**src/rtl/csa_pkg.sv**
```systemverilog
package csa_pkg;
    localparam int unsigned CSA_DATA_W = 16;
    localparam int unsigned CSA_GRP_W  = 4;
endpackage

```
**src/rtl/csa_ripple.sv**
```systemverilog
module csa_ripple #(
    parameter int unsigned W = 4
) (
    input  logic [W-1:0] a,
    input  logic [W-1:0] b,
    input  logic         ci,
    output logic [W-1:0] s,
    output logic         co
);
    logic [W:0] c;
    assign c[0] = ci;
    for (genvar i = 0; i < W; i++) begin : g_fa
        logic p;
        assign p        = a[i] ^ b[i];
        assign s[i]     = p ^ c[i];
        assign c[i+1]   = (a[i] & b[i]) | (c[i] & p);
    end
    assign co = c[W];
endmodule

```
**src/rtl/csa_inc_conv.sv**
```systemverilog
module csa_inc_conv #(
    parameter int unsigned W = 4
) (
    input  logic [W-1:0] bin,
    output logic [W-1:0] xs1,
    output logic         all_one
);
    // prefix AND of lower bits: bit i toggles when every lower bit is 1
    logic [W:0] pre;
    assign pre[0] = 1'b1;
    for (genvar i = 0; i < W; i++) begin : g_bit
        assign xs1[i]   = bin[i] ^ pre[i];
        assign pre[i+1] = pre[i] & bin[i];
    end
    assign all_one = pre[W];
endmodule

```
**src/rtl/csa_group.sv**
```systemverilog
module csa_group #(
    parameter int unsigned W = 4
) (
    input  logic [W-1:0] a,
    input  logic [W-1:0] b,
    input  logic         sel_c,
    output logic [W-1:0] s,
    output logic         co
);
    logic [W-1:0] zs;
    logic         zc;
    logic [W-1:0] os;
    logic         ones;

    csa_ripple #(.W(W)) u_rca (
        .a (a),
        .b (b),
        .ci(1'b0),
        .s (zs),
        .co(zc)
    );

    csa_inc_conv #(.W(W)) u_conv (
        .bin    (zs),
        .xs1    (os),
        .all_one(ones)
    );

    always_comb begin
        if (sel_c) begin
            s  = os;
            co = zc | ones;
        end else begin
            s  = zs;
            co = zc;
        end
    end
endmodule

```
**src/rtl/csa_inc_adder.sv**
```systemverilog
module csa_inc_adder
    import csa_pkg::*;
#(
    parameter int unsigned DATA_W = CSA_DATA_W,
    parameter int unsigned GRP_W  = CSA_GRP_W
) (
    input  logic [DATA_W-1:0] op_a,
    input  logic [DATA_W-1:0] op_b,
    input  logic              carry_in,
    output logic [DATA_W-1:0] sum_out,
    output logic              carry_out
);
    localparam int unsigned NGRP = DATA_W / GRP_W;

    logic [NGRP:0] gc;
    assign gc[0] = carry_in;

    for (genvar g = 0; g < NGRP; g++) begin : g_slice
        if (g == 0) begin : g_base
            csa_ripple #(.W(GRP_W)) u_base (
                .a (op_a[GRP_W-1:0]),
                .b (op_b[GRP_W-1:0]),
                .ci(gc[0]),
                .s (sum_out[GRP_W-1:0]),
                .co(gc[1])
            );
        end else begin : g_sel
            csa_group #(.W(GRP_W)) u_grp (
                .a    (op_a[g*GRP_W +: GRP_W]),
                .b    (op_b[g*GRP_W +: GRP_W]),
                .sel_c(gc[g]),
                .s    (sum_out[g*GRP_W +: GRP_W]),
                .co   (gc[g+1])
            );
        end
    end

    assign carry_out = gc[NGRP];
endmodule

```
**config.mk**
```make
export PLATFORM = sky130hd
export DESIGN_NAME = csa_inc_adder
export DESIGN_NICKNAME = d
export VERILOG_FILES = /design/src/rtl/csa_pkg.sv /design/src/rtl/csa_ripple.sv /design/src/rtl/csa_inc_conv.sv /design/src/rtl/csa_group.sv /design/src/rtl/csa_inc_adder.sv
export SDC_FILE = /design/constraint.sdc
export NUM_CORES = 1
export LEC_CHECK = 0
export ABC_CLOCK_PERIOD_IN_PS = 4800
export BUFFER_PORTS_ARGS = -buffer_cell sky130_fd_sc_hd__buf_2
export CORE_MARGIN = 1.5
export CORE_UTILIZATION = 47
export DETAILED_ROUTE_END_ITERATION = 10
export PLACE_DENSITY = 0.91
export SETUP_SLACK_MARGIN = 0.05
export SYNTH_ARGS = -nofsm -noshare
export SYNTH_HDL_FRONTEND = slang
export SYNTH_SLANG_ARGS = --single-unit
```
**constraint.sdc**
```tcl
create_clock -name vclk -period 4.8
set_input_delay 0.48 -clock vclk [all_inputs]
set_output_delay 0.48 -clock vclk [all_outputs]
set_load 0.05 [all_outputs]
```
==> results.tsv <==
stage	metric	value	unit
outcome	outcome	finished, final reports clean	
layout	Nets	185	
timing	RSZ-0062 raised after global routing	false	
timing	Worst Tran Pin Value	0.295	ns
yosys	Mapped Area	692	um2
drt	DRT Wirelength	1430	um
power_and_ir_drop	Seq pwr share	0	%
setup_path	Worst setup SP type	input pin	
setup_path	Worst Path Required	4.32	ns
power_and_ir_drop	power density cells	277	nW/um2
placement	IO buf count	50	
yosys	top-area cell type share of the netlist area	37.6	%
floorplanning	core area	1330	um2
setup_path	Critical path origin	op_a[4]	
drt	Via Count	654	
timing	Pins Over Slew Limit	0	
global_route	vias in the first global route	617	
layout	multi-input logic area	572	um2
floorplanning	die width	41.4	um
drt	Routed Antenna Nets	0	
power_and_ir_drop	worst vdd ir	0.267	mV
clock_tree	post-cts sizing count	0	
floorplanning	Rows	13	
global_route	antenna violations before repair	0	
setup_path	CP max FO	6	
yosys	post-synthesis sequential area ratio	0	%
drt	post-DR wirelength/cell	10.2	um
floorplanning	Die Area	1710	um2
timing	Final period util	77.6	%
power_and_ir_drop	cell leakage power	0.595	nW
timing	Final setup viols	0	
layout	layout cells sized above 1	45.6	%
min_path	Worst Hold Class	in -> out	
drt	vias per std cell	4.67	
timing	minimum clock period	3.72	ns
layout	Layout area overhead	37.3	%
placement	Detail Placement HPWL	1380	um
timing	final worst slack	1.08	ns
power_and_ir_drop	Net Sw Power	0.000186	W
layout	FF/Latch Area	0	um2
yosys	Mapped Nets	134	
setup_path	Critical Path End Type	output pin	
layout	final instance area	950	um2
global_route	total gr overflow	0	
clock_tree	number of setup buffers added after CTS	0	
timing	final hold vios	0	
yosys	top post-synthesis cells by area	fa_1, ha_1, inv_1	
layout	Clock Buffer Count	0	
power_and_ir_drop	Comb power frac	100.0	%
clock_tree	hold_buf cts	0	
power_and_ir_drop	Sw Ratio	70.6	%
setup_path	critical path class	in -> out	
yosys	synth warn	0	
layout	seq_cells	0	
placement	GP Congestion	0.628	
yosys	synthesized area per cell	9.10	um2
floorplanning	Initial Util	51.9	%
placement	Cell Area, Placed	950	um2
timing	Max Clk Rate	0.269	GHz
power_and_ir_drop	Clock Power Share	0	%
global_route	global-route wire length before repair	2190	um
min_path	Worst Hold Launch	carry_in	
floorplanning	Die Span Y	41.4	um
drt	Residual DRC	0	
global_route	largest net degree at the start of global routing	8	
global_route	all-layer global routing usage	19.3	%
placement	post-place setup slack	1.07	ns
yosys	post-synth top area cell	fa_1	
run	Max-cap violations	0	
timing	setup tns final	0	ns
drt	TritonRoute pass-1 iters	4	
power_and_ir_drop	P_int	0.0000771	W
floorplanning	# IOs	50	
yosys	synthesized instance count	76	
layout	# diodes	0	
drt	First DRT Iteration DRCs	4	
yosys	Synth cell types	12	
setup_path	Worst EP arrival	3.24	ns
timing	Max transition margin	80.3	%
layout	# fillers	117	
[Yosys cell counts, drive strengths merged]
| cell | n |
|---|---|
| a21o | 1 |
| a21oi | 2 |
| buf | 1 |
| fa | 13 |
| ha | 12 |
| inv | 29 |
| mux2 | 5 |
| nand2 | 6 |
| o21ai | 4 |
| xnor2 | 2 |
| xor2 | 1 |
[worst max-delay path, cell delays in order]
cell,delay (ns)
buf_2,0.08
ha_1,0.13
inv_1,0.05
fa_1,0.39
fa_1,0.38
inv_1,0.08
fa_1,0.43
ha_1,0.22
a21o_4,0.23
a21oi_4,0.21
mux2_2,0.35
buf_2,0.21
[power groups by stage]
stage          clock network (W)  registers (W)  logic (W)
6_report                       0              0   0.000263
5_1_grt                        0              0   0.000287
4_1_cts                        0              0   0.000265
3_5_place_dp                   0              0   0.000264
3_3_place_gp                   0              0   0.000253
2_1_floorplan                  0              0   0.000205
[cell type report]
type	instances	area share (%)
multi-input combinational	46	60.2
inverter	29	11.5
timing repair buffer	50	26.4
tap	15	1.98
[final timing paths]
check / endpoint / slack [ns] / cells after the start
worst min-delay path: sum_out[0] / 1.43 / 3
worst max-delay path: sum_out[15] / 1.08 / 12
[cells in the final DEF, fill, tap and decap left out]
cell	count
inv_1	29
buf_2	50
a21oi_4	1
a21o_4	1
fa_1	13
nand2_1	6
xnor2_1	2
o21ai_0	4
xor2_1	1
a21oi_1	1
mux2_2	5
ha_1	12
[metal layers]
metal	share of wire, %	routed length, um	GRT usage, %	up-vias
met2	55	787	46.1	39
met5	0	0	0	-
met3	12	165	0.532	2
li1	-	-	-	321
met4	1.5	21	3.23	0
met1	32	460	16.4	292
[through the flow]
stage	instances	hold slack, ns	total power (W)	utilization (%)
after CTS	140	1.44	0.000265	71.2
final	140	1.43	0.000263	71.2
after floorplan	76	1.35	0.000205	-
after detailed placement	140	1.44	0.000264	71.2
after global routing	140	1.48	0.000287	71.2
after global placement	140	1.44	0.000253	71.2
[logic make-up (layout without fill, tap and decap cells)]
logic type,count (synthesis),after routing,share of synthesized area (%)
buffers and inverters,30,79,17.4
adders and majority gates,25,25,59.3
AOI/OAI and AO/OA,7,7,8.14
and+or+nand+nor,6,6,3.25
muxes,5,5,8.14
xor gates and xnor gates,3,3,3.80
Note: power is estimated with default switching activity, not from simulation.
